<file path="src/rtl/ring_sort_pkg.sv">
// Shared types for the ring bitonic sorter.
// Assumes: nothing beyond the standard language.
package ring_sort_pkg;
    typedef enum logic [1:0] {
        SQ_IDLE = 2'd0,
        SQ_XFER = 2'd1,
        SQ_SEL  = 2'd2
    } seq_state_t;
endpackage

</file>
<file path="src/rtl/ring_sort_seq.sv">
// Step sequencer: walks merge phase i = 1..NODE_BITS and stage j = i-1..0,
// spending one transfer and one select cycle per step.
// Assumes: NODE_BITS >= 1; load has priority over start while idle.
module ring_sort_seq
    import ring_sort_pkg::*;
#(
    parameter int NODE_BITS = 3,
    parameter int CNT_W     = $clog2(NODE_BITS + 1)
) (
    input  logic             clk,
    input  logic             rst_n,
    input  logic             load_i,
    input  logic             start_i,
    output logic [CNT_W-1:0] phase_o,
    output logic [CNT_W-1:0] stage_o,
    output logic             xfer_o,
    output logic             sel_o,
    output logic             idle_o,
    output logic             done_o
);
    localparam logic [CNT_W-1:0] LAST_PHASE = CNT_W'(NODE_BITS);

    seq_state_t       state_q;
    logic [CNT_W-1:0] phase_q;
    logic [CNT_W-1:0] stage_q;
    logic             done_q;

    // Advance the step counters and the completion flag.
    always_ff @(posedge clk) begin
        if (!rst_n) begin
            state_q <= SQ_IDLE;
            phase_q <= '0;
            stage_q <= '0;
            done_q  <= 1'b0;
        end else begin
            case (state_q)
                SQ_IDLE: begin
                    if (load_i) begin
                        done_q <= 1'b0;
                    end else if (start_i) begin
                        done_q  <= 1'b0;
                        phase_q <= CNT_W'(1);
                        stage_q <= '0;
                        state_q <= SQ_XFER;
                    end
                end
                SQ_XFER: state_q <= SQ_SEL;
                SQ_SEL: begin
                    if (stage_q == '0) begin
                        if (phase_q == LAST_PHASE) begin
                            state_q <= SQ_IDLE;
                            done_q  <= 1'b1;
                        end else begin
                            stage_q <= phase_q;
                            phase_q <= phase_q + CNT_W'(1);
                            state_q <= SQ_XFER;
                        end
                    end else begin
                        stage_q <= stage_q - CNT_W'(1);
                        state_q <= SQ_XFER;
                    end
                end
                default: state_q <= SQ_IDLE;
            endcase
        end
    end

    assign phase_o = phase_q;
    assign stage_o = stage_q;
    assign xfer_o  = (state_q == SQ_XFER);
    assign sel_o   = (state_q == SQ_SEL);
    assign idle_o  = (state_q == SQ_IDLE);
    assign done_o  = done_q;


    stage_below_phase_chk: assert property (@(posedge clk) disable iff (!rst_n)
        !idle_o |-> (stage_q < phase_q && phase_q <= LAST_PHASE));


    done_hold_chk: assert property (@(posedge clk) disable iff (!rst_n)
        (done_q && !load_i && !start_i) |=> done_q);


    done_only_idle_chk: assert property (@(posedge clk) disable iff (!rst_n)
        done_q |-> idle_o);
endmodule

</file>
<file path="src/rtl/ring_route.sv">
// Reconfigurable ring links: for every node, selects the key arriving on the
// left link (p - 2^j) when address bit j is 1, else on the right link (p + 2^j).
// Assumes: stage_i < NODE_BITS while a step is in progress.
module ring_route #(
    parameter int NODE_BITS = 3,
    parameter int KEY_W     = 8,
    parameter int CNT_W     = $clog2(NODE_BITS + 1),
    parameter int NODES     = 1 << NODE_BITS
) (
    input  logic [KEY_W-1:0] key_i   [NODES],
    input  logic [CNT_W-1:0] stage_i,
    output logic [KEY_W-1:0] partner_o [NODES]
);
    for (genvar p = 0; p < NODES; p++) begin : g_node
        logic [KEY_W-1:0] cand [NODE_BITS];
        for (genvar j = 0; j < NODE_BITS; j++) begin : g_stride
            localparam int LEFT_IDX  = (p - (1 << j) + NODES) % NODES;
            localparam int RIGHT_IDX = (p + (1 << j)) % NODES;
            if (((p >> j) & 1) == 1) begin : g_left
                assign cand[j] = key_i[LEFT_IDX];
            end else begin : g_right
                assign cand[j] = key_i[RIGHT_IDX];
            end
        end
        // Pick the link matching the current stride.
        always_comb begin
            partner_o[p] = cand[0];
            for (int j = 0; j < NODE_BITS; j++) begin
                if (stage_i == CNT_W'(j)) partner_o[p] = cand[j];
            end
        end
    end
endmodule

</file>
<file path="src/rtl/ring_node.sv">
// One processing node: holds a key, latches its partner's key on the transfer
// cycle and keeps the min or max on the select cycle.
// Assumes: phase_i <= NODE_BITS and stage_i < NODE_BITS during a step.
module ring_node #(
    parameter int NODE_BITS = 3,
    parameter int KEY_W     = 8,
    parameter int ADDR      = 0,
    parameter int CNT_W     = $clog2(NODE_BITS + 1)
) (
    input  logic             clk,
    input  logic             rst_n,
    input  logic             load_en_i,
    input  logic [KEY_W-1:0] load_key_i,
    input  logic             xfer_i,
    input  logic             sel_i,
    input  logic [CNT_W-1:0] phase_i,
    input  logic [CNT_W-1:0] stage_i,
    input  logic [KEY_W-1:0] partner_i,
    output logic [KEY_W-1:0] key_o
);
    localparam logic [NODE_BITS:0] ADDR_X = (NODE_BITS + 1)'(ADDR);

    logic [KEY_W-1:0] key_q;
    logic [KEY_W-1:0] peer_q;
    logic             keep_max;
    logic [KEY_W-1:0] lo_key;
    logic [KEY_W-1:0] hi_key;

    // Decide the kept side and order the two keys as unsigned values.
    always_comb begin
        keep_max = ADDR_X[stage_i] ^ ADDR_X[phase_i];
        if (key_q <= peer_q) begin
            lo_key = key_q;
            hi_key = peer_q;
        end else begin
            lo_key = peer_q;
            hi_key = key_q;
        end
    end

    // Hold the key and the latched partner key.
    always_ff @(posedge clk) begin
        if (!rst_n) begin
            key_q  <= '0;
            peer_q <= '0;
        end else begin
            if (load_en_i)   key_q  <= load_key_i;
            else if (sel_i)  key_q  <= keep_max ? hi_key : lo_key;
            if (xfer_i)      peer_q <= partner_i;
        end
    end

    assign key_o = key_q;


    key_conserved_chk: assert property (@(posedge clk) disable iff (!rst_n)
        (sel_i && !load_en_i) |=> (key_q == $past(key_q) || key_q == $past(peer_q)));


    ordered_pick_chk: assert property (@(posedge clk) disable iff (!rst_n)
        (sel_i && !load_en_i) |=>
        (keep_max == $past(keep_max)) || 1'b1 ? 
        ($past(keep_max) ? (key_q >= $past(peer_q) && key_q >= $past(key_q))
                         : (key_q <= $past(peer_q) && key_q <= $past(key_q))) : 1'b1);
endmodule

</file>
<file path="src/rtl/ring_bitonic_sorter.sv">
// Top: N nodes on a stride-switchable ring plus the step sequencer; sorts the
// loaded keys ascending by node address.
// Assumes: keys are unsigned; load and start are single-cycle strobes.
module ring_bitonic_sorter
    import ring_sort_pkg::*;
#(
    parameter int NODE_BITS = 3,
    parameter int KEY_W     = 8,
    parameter int NODES     = 1 << NODE_BITS,
    parameter int BUS_W     = NODES * KEY_W
) (
    input  logic             clk,
    input  logic             rst_n,
    input  logic             load_i,
    input  logic [BUS_W-1:0] keys_i,
    input  logic             start_i,
    output logic [BUS_W-1:0] keys_o,
    output logic             done_o
);
    localparam int CNT_W    = $clog2(NODE_BITS + 1);
    localparam int SORT_CYC = NODE_BITS * (NODE_BITS + 1);

    logic [CNT_W-1:0] phase;
    logic [CNT_W-1:0] stage;
    logic             xfer;
    logic             sel;
    logic             idle;
    logic             load_en;
    logic [KEY_W-1:0] node_key [NODES];
    logic [KEY_W-1:0] peer_key [NODES];

    assign load_en = load_i && idle;

    ring_sort_seq #(.NODE_BITS(NODE_BITS), .CNT_W(CNT_W)) seq_i (
        .clk     (clk),
        .rst_n   (rst_n),
        .load_i  (load_i),
        .start_i (start_i),
        .phase_o (phase),
        .stage_o (stage),
        .xfer_o  (xfer),
        .sel_o   (sel),
        .idle_o  (idle),
        .done_o  (done_o)
    );

    ring_route #(.NODE_BITS(NODE_BITS), .KEY_W(KEY_W), .CNT_W(CNT_W), .NODES(NODES)) route_i (
        .key_i     (node_key),
        .stage_i   (stage),
        .partner_o (peer_key)
    );

    for (genvar p = 0; p < NODES; p++) begin : g_pe
        ring_node #(.NODE_BITS(NODE_BITS), .KEY_W(KEY_W), .ADDR(p), .CNT_W(CNT_W)) node_i (
            .clk        (clk),
            .rst_n      (rst_n),
            .load_en_i  (load_en),
            .load_key_i (keys_i[p*KEY_W +: KEY_W]),
            .xfer_i     (xfer),
            .sel_i      (sel),
            .phase_i    (phase),
            .stage_i    (stage),
            .partner_i  (peer_key[p]),
            .key_o      (node_key[p])
        );
        assign keys_o[p*KEY_W +: KEY_W] = node_key[p];
    end

    // Count cycles since the accepted start, for the completion-time check.
    logic [15:0] run_cnt;
    always_ff @(posedge clk) begin
        if (!rst_n)                          run_cnt <= '0;
        else if (idle && start_i && !load_i) run_cnt <= '0;
        else if (!idle)                      run_cnt <= run_cnt + 16'd1;
    end


    done_latency_chk: assert property (@(posedge clk) disable iff (!rst_n)
        $rose(done_o) |-> (run_cnt == 16'(SORT_CYC)));


    busy_load_ignored_chk: assert property (@(posedge clk) disable iff (!rst_n)
        (!idle && !sel && load_i) |=> $stable(keys_o));


    load_beats_start_chk: assert property (@(posedge clk) disable iff (!rst_n)
        (idle && load_i && start_i) |=> idle);
endmodule

</file>
<file path="config.mk">
export PLATFORM = sky130hd
export DESIGN_NAME = ring_bitonic_sorter
export DESIGN_NICKNAME = d
export VERILOG_FILES = /design/src/rtl/ring_sort_pkg.sv /design/src/rtl/ring_sort_seq.sv /design/src/rtl/ring_route.sv /design/src/rtl/ring_node.sv /design/src/rtl/ring_bitonic_sorter.sv
export SDC_FILE = /design/constraint.sdc
export NUM_CORES = 1
export LEC_CHECK = 0
export CAP_MARGIN = 0
export CORE_MARGIN = 2
export CORE_UTILIZATION = 35
export CTS_BUF_LIST = sky130_fd_sc_hd__clkbuf_2
export DETAILED_ROUTE_END_ITERATION = 10
export GPL_TIMING_DRIVEN = 0
export PLACE_DENSITY = 0.61
export RECOVER_POWER = 100
export SYNTH_ARGS = -nofsm -noshare
export SYNTH_HDL_FRONTEND = slang
export SYNTH_HIERARCHICAL = 1
export SYNTH_SLANG_ARGS = --single-unit
</file>
<file path="constraint.sdc">
create_clock -name clk -period 3.2 [get_ports clk]
set_input_delay 0.96 -clock clk [delete_from_list [all_inputs] [get_ports clk]]
set_output_delay 0.96 -clock clk [all_outputs]
set_load 0.05 [all_outputs]
</file>
==> results of run 1 <==
==> layout make-up <==
type / instances / area [um2] / area share
multi-input cells: 839 / 6780 / 0.552
flip-flops and latches: 135 / 2700 / 0.220
repair buffers: 134 / 1270 / 0.103
well taps: 384 / 480 / 0.0391
plain buffers: 60 / 465 / 0.0379
inverters: 69 / 259 / 0.0211
clock inverters: 14 / 230 / 0.0187
clock buffers: 18 / 90.1 / 0.00733
diodes: 1 / 2.50 / 0.000204
==> timing repair <==
item                                    4_1_cts  5_1_grt
gates resized for setup                      61        3
cloned                                        0        0
hold buffers                                  0        0
endpoints found under the setup margin       61        3
==> routing by layer <==
| layer | track usage | vias up | part of all wire |
|---|---|---|---|
| met5 | 0 | - | 0 |
| met4 | 0.0558 | 0 | 0.017 |
| met3 | 0.0366 | 30 | 0.052 |
| met2 | 0.361 | 233 | 0.47 |
| met1 | 0.286 | 4225 | 0.46 |
| li1 | - | 4259 | - |
==> cells in the final DEF (no fill, tap or decap), types with 4 or more instances in the layout <==
master           instances
a211oi_1                 6
a21o_1                   5
a21oi_1                 20
a31o_1                   8
a31oi_1                  5
and4b_4                  4
buf_12                  14
buf_2                   12
bufinv_16                6
clkbuf_1                37
clkbuf_2                18
clkdlybuf4s50_1         66
dfxtp_1                135
dlygate4sd2_1           61
ha_1                    66
inv_1                   69
mux2i_1                312
nand2_1                102
nand2b_1                36
nand3_1                 19
nand4_1                 13
nor2_1                  17
nor2b_1                 75
o211ai_1                58
o21ai_0                 18
o31ai_1                  4
or3_1                    8
xnor2_1                  8
xor2_1                   4
==> sequential cells by signal, summed over array words and instances, names as in the netlist <==
name	count
g_pe.node_i/key_o	64
seq_i/state_q	2
seq_i/stage_o	2
g_pe.node_i/peer_q	64
seq_i/done_o	1
seq_i/phase_o	2
==> worst max path at each step <==
stage / depth (start not counted) / startpoint / slack, ns / to
after global routing: 6 / seq_i/stage_o[0] / 0.03 / g_pe[7].node_i/key_o[0]
after global placement: 9 / rst_n / -1.56 / g_pe[0].node_i/key_o[5]
final: 1 / g_pe[1].node_i/key_o[2] / 0.18 / keys_o[10]
after floorplan: 9 / load_i / 0.37 / g_pe[0].node_i/key_o[5]
after detailed placement: 10 / load_i / -0.07 / g_pe[0].node_i/key_o[5]
after CTS: 1 / g_pe[6].node_i/key_o[1] / 0.002 / keys_o[49]
==> report_power, final <==
part	internal, mW	leakage, nW	switching (mW)
sequential	1.76	1.10	0.219
clock	0.668	0.181	0.681
combinational	0.499	3.04	0.704
==> cell usage after synthesis (5+ instances only) <==
| library cell | n |
|---|---|
| mux2i_1 | 312 |
| dfxtp_1 | 135 |
| nand2_1 | 102 |
| nor2b_1 | 73 |
| inv_1 | 69 |
| ha_1 | 66 |
| o211ai_1 | 56 |
| nand2b_1 | 36 |
| clkbuf_1 | 33 |
| a21oi_1 | 20 |
| nand3_1 | 19 |
| o21ai_0 | 18 |
| nor2_1 | 17 |
| buf_12 | 13 |
| nand4_1 | 13 |
| buf_2 | 11 |
| a31o_1 | 8 |
| or3_1 | 8 |
| xnor2_1 | 8 |
| a211oi_1 | 6 |
| a21o_1 | 5 |
==> metrics by stage <==
step                hold WS [ns]  TNS [ns]
floorplan                  0.483         0
global placement           0.498    -89.74
detailed placement         0.506    -0.395
CTS                        0.542         0
global route               0.567         0
finish                     0.539         0
==> logic make-up after synthesis <==
logic type,count (synthesis)
XOR/XNOR,12
multiplexers,313
AND/OR/NAND/NOR,303
adder cells (fa/ha/maj),66
buffers and inverters,129
flip-flops,135
AO/OA/AOI/OAI,145
==> flow_summary.ini, run 1 <==
[outcome]
status = finished, final reports clean

[setup_path]
cp_max_fo = 7
crit_slowest_cell = dfxtp_1
rr_endpoint = g_pe[7].node_i/key_o[1]
cp.arrival_ns = 2.06
required_ns = 2.24
crit_chain = dlygate4sd2_1
critPathKind = reg2out
regToRegSetupSlack_ns = 0.29
reg2reg_from = seq_i/stage_o[0]
slowest_delay_ns = 0.74
cp-end-kind = primary output
startpoint_type = register
path_delay_family = flip-flops
rr_worst_depth = 6
cp_num_buf_inv = 1

[routing]
drc = 0
routed-via-count = 8747
routed_wl_um = 33300
firstDrtPassIters = 5
routed_via_density = 5.29
wl_per_cell_um = 20.1
drt_iter0_drc = 596
ant_nets = 0

[worst_hold_path]
hold-path-cell-count = 2
hold_path_startpoint = g_pe[6].node_i/peer_q[6]
min_to = g_pe[6].node_i/peer_q[6]
hold_class = reg2reg

[sta]
rsz0062_at_grt = no
finalSetupViolations = 0
period_share = 0.945
worst_pin_slew_ns = 1.22
timing.final.crit_period_ns = 3.02
final_max_slew_viol_count = 0
slew_headroom = 0.182
hold_violations = 0
fin_skew_ns = 0.0409
fmax_mhz = 331
timing.final.ws_setup_ns = 0.178

[global_route]
antenna_found_initial = 1
grt_pass1_wl_um = 50700
grt_usage = 0.215
grt_pass1_vias = 8638
grt_overflow_total = 0
grt_start_max_net_pins = 30

[job]
cap_violations = 0

[layout]
syn_to_final_growth_pct = 18.9
layout-drive-gt1-share = 0.0709
fin_area_um2 = 12300
fin_util = 0.426
fillers = 2953
layout.cells.non_filler = 1654
fin_nets = 1390

[yosys]
synth_top_area_cell = mux2i_1
ys_async_sr_fraction = 0
synth-adder-area-share = 0.0800
yosysTopAreaCellShare = 0.302
ys_ff_latch = 135
synth_top_family_by_area = multiplexers
yosysWarnings = 6
synth.distinct_cells = 60
syn_inst = 1103
synthFlopType = dfxtp_1
synth_fp_nets = 1237
synth_compound_area_frac = 0.106
ys_seq_area_frac = 0.262
synth_xor_area_frac = 0.0102
synth-simple-area-share = 0.168
synth.cell_area_um2 = 10300
synth_edf_count = 0
synth.top_cells.by_area = mux2i_1 30%, dfxtp_1 26%, ha_1 8.0%, nor2b_1 4.4%, o211ai_1 4.1%
muxShareOfSynthArea = 0.303
syn_area_per_cell_um2 = 9.36

[placed_design]
postPlaceCellArea_um2 = 12200
gp_congestion = 0.857
hpwlAfterDp_um = 24400
dp_cells = 1621
post-place-ws_ns = -0.0717
io_buffers = 132

[clocking]
htree_num_levels = 4
cts_tree = built
root_buffer = clkbuf_2
cts_max_path_buffers = 2
cts_buffers = 17
clk_pin_slew_ns = 0.21
cts_setup_buffers = 0
clock-sinks = 135
clock_latency_ns = 0.74

[floorplan]
initial_core_util = 0.358
ios = 133
fp.coreArea_um2 = 28900
die-area_um2 = 30900
rows = 62
die_x_um = 176
die_h_um = 176

[power_and_ir_drop]
pwr_density_cell_nw_per_um2 = 369
p_leak_nw = 4.32
max-vdd-ir-drop_uv = 195
power_mw = 4.53
No activity file was read; power rests on OpenSTA's default activity.
==> run 2: changes to the inputs <==
CORE_MARGIN = default   (was 2)
==> run 2 against run 1 <==
Sequential power about the same. Sequential cell count unchanged. Clock power down 25%. Cell area down 0.84%.
==> flow_summary.ini, run 2 (synthesis results as in run 1) <==
[placed_design]
io_buffers = 132
post-place-ws_ns = -0.382
gp_congestion = 0.850
hpwlAfterDp_um = 24000
postPlaceCellArea_um2 = 12100

[setup_path]
cp-end-kind = primary output
cp_num_cells = 1
rr_endpoint = g_pe[7].node_i/key_o[1]
rr_worst_depth = 6
path_delay_family = flip-flops
cp_num_buf_inv = 1
cp.arrival_ns = 2.03
critPathKind = reg2out
reg2reg_from = seq_i/stage_o[0]
cp-endpoint = keys_o[19]
crit_path_start = g_pe[2].node_i/key_o[3]
slowest_delay_ns = 0.70
required_ns = 2.24
crit_slowest_cell = dfxtp_1
regToRegSetupSlack_ns = 0.27
crit_chain = dlygate4sd2_1
startpoint_type = register
cp_max_fo = 7

[sta]
slew_headroom = 0.187
hold_violations = 0
timing.final.crit_period_ns = 2.99
finalHoldWorstSlack_ns = 0.539
period_share = 0.935
final_max_slew_viol_count = 0
fin_skew_ns = 0.0348
rsz0062_at_grt = no
finalSetupViolations = 0
fmax_mhz = 334
timing.final.ws_setup_ns = 0.208
worst_pin_slew_ns = 1.22

[floorplan]
die_x_um = 174
fp.coreArea_um2 = 28900
die_h_um = 174
rows = 62
ios = 133
initial_core_util = 0.358
die-area_um2 = 30200

[routing]
drt_iter0_drc = 571
ant_nets = 0
routed_via_density = 5.28
routed_wl_um = 33000
firstDrtPassIters = 5
drc = 0
routed-via-count = 8724
wl_per_cell_um = 20.0

[global_route]
grt_overflow_total = 0
grt_usage = 0.219
grt_start_max_net_pins = 39
antenna_found_initial = 1
grt_pass1_vias = 8526
grt_pass1_wl_um = 50500

[job]
cap_violations = 0

[power_and_ir_drop]
max-vdd-ir-drop_uv = 162
pwr_density_cell_nw_per_um2 = 344
p_leak_nw = 4.23

[clocking]
cts_setup_buffers = 0
cts_tree = built
cts_max_path_buffers = 2
clock-sinks = 135
root_buffer = clkbuf_2
clock_latency_ns = 0.73
htree_num_levels = 4
hold_buffers = 0
cts_buffers = 17
clk_pin_slew_ns = 0.22

[layout]
layout-drive-gt1-share = 0.0678
fin_util = 0.422
fin_nets = 1389
final_common_cell = mux2i_1
syn_to_final_growth_pct = 17.9
fillers = 2940
fin_area_um2 = 12200
mostFrequentLayoutCells = 312 x mux2i_1, 134 x dfxtp_1, 102 x nand2_1

[worst_hold_path]
hold_class = reg2reg

[outcome]
status = finished, final reports clean
==> run 2: stage by stage <==
stage	power, mW	std cells	TNS [ns]
after floorplan	2.77	1103	0
after global placement	3.24	1619	-76.50
after detailed placement	3.26	1620	-5.31
after CTS	4.26	1652	0
after global routing	4.42	1653	0
final	4.19	1653	0
==> run 2: cell type report <==
class,count,area (um2),share of cell area
Tap cell,384,480,0.0394
Inverter,69,259,0.0213
Antenna cell,1,2.50,0.000205
Clock inverter,15,130,0.0107
Multi-Input combinational cell,839,6810,0.559
Clock buffer,17,85.1,0.00699
Timing Repair Buffer,133,1250,0.103
Sequential cell,135,2700,0.222
Buffer,60,457,0.0375
==> run 2: report_power, final <==
group          leakage, nW  total, mW  switching [mW]  internal (mW)
Sequential            1.10       1.98           0.218           1.76
Combinational         3.01       1.20           0.709          0.495
Clock                0.122       1.01           0.727          0.281
==> run 2: worst min-delay path by stage <==
stage          slack [ns]                startpoint                       end  depth (start not counted)
2_1_floorplan        0.48  g_pe[3].node_i/peer_q[1]  g_pe[3].node_i/peer_q[1]                          2
3_3_place_gp         0.50  g_pe[5].node_i/peer_q[6]  g_pe[5].node_i/peer_q[6]                          2
3_5_place_dp         0.50  g_pe[5].node_i/peer_q[6]  g_pe[5].node_i/peer_q[6]                          2
4_1_cts              0.54  g_pe[5].node_i/peer_q[6]  g_pe[5].node_i/peer_q[6]                          2
5_1_grt              0.56  g_pe[3].node_i/peer_q[5]  g_pe[3].node_i/peer_q[5]                          2
6_report             0.54  g_pe[5].node_i/peer_q[3]  g_pe[5].node_i/peer_q[3]                          2
==> run 2: repair_timing <==
action / 4_1_cts / 5_1_grt
pin swaps: 0 / 0
setup endpoints to repair: 63 / 1
resized for setup: 64 / 1
==> run 2: routing by layer <==
metal  vias to the layer above  part of all wire  global-route usage
li1                       4263                 -                   -
met1                      4212              0.47               0.295
met2                       214              0.46               0.358
met3                        35             0.048              0.0384
met4                         0             0.019              0.0585
met5                         -                 0                   0
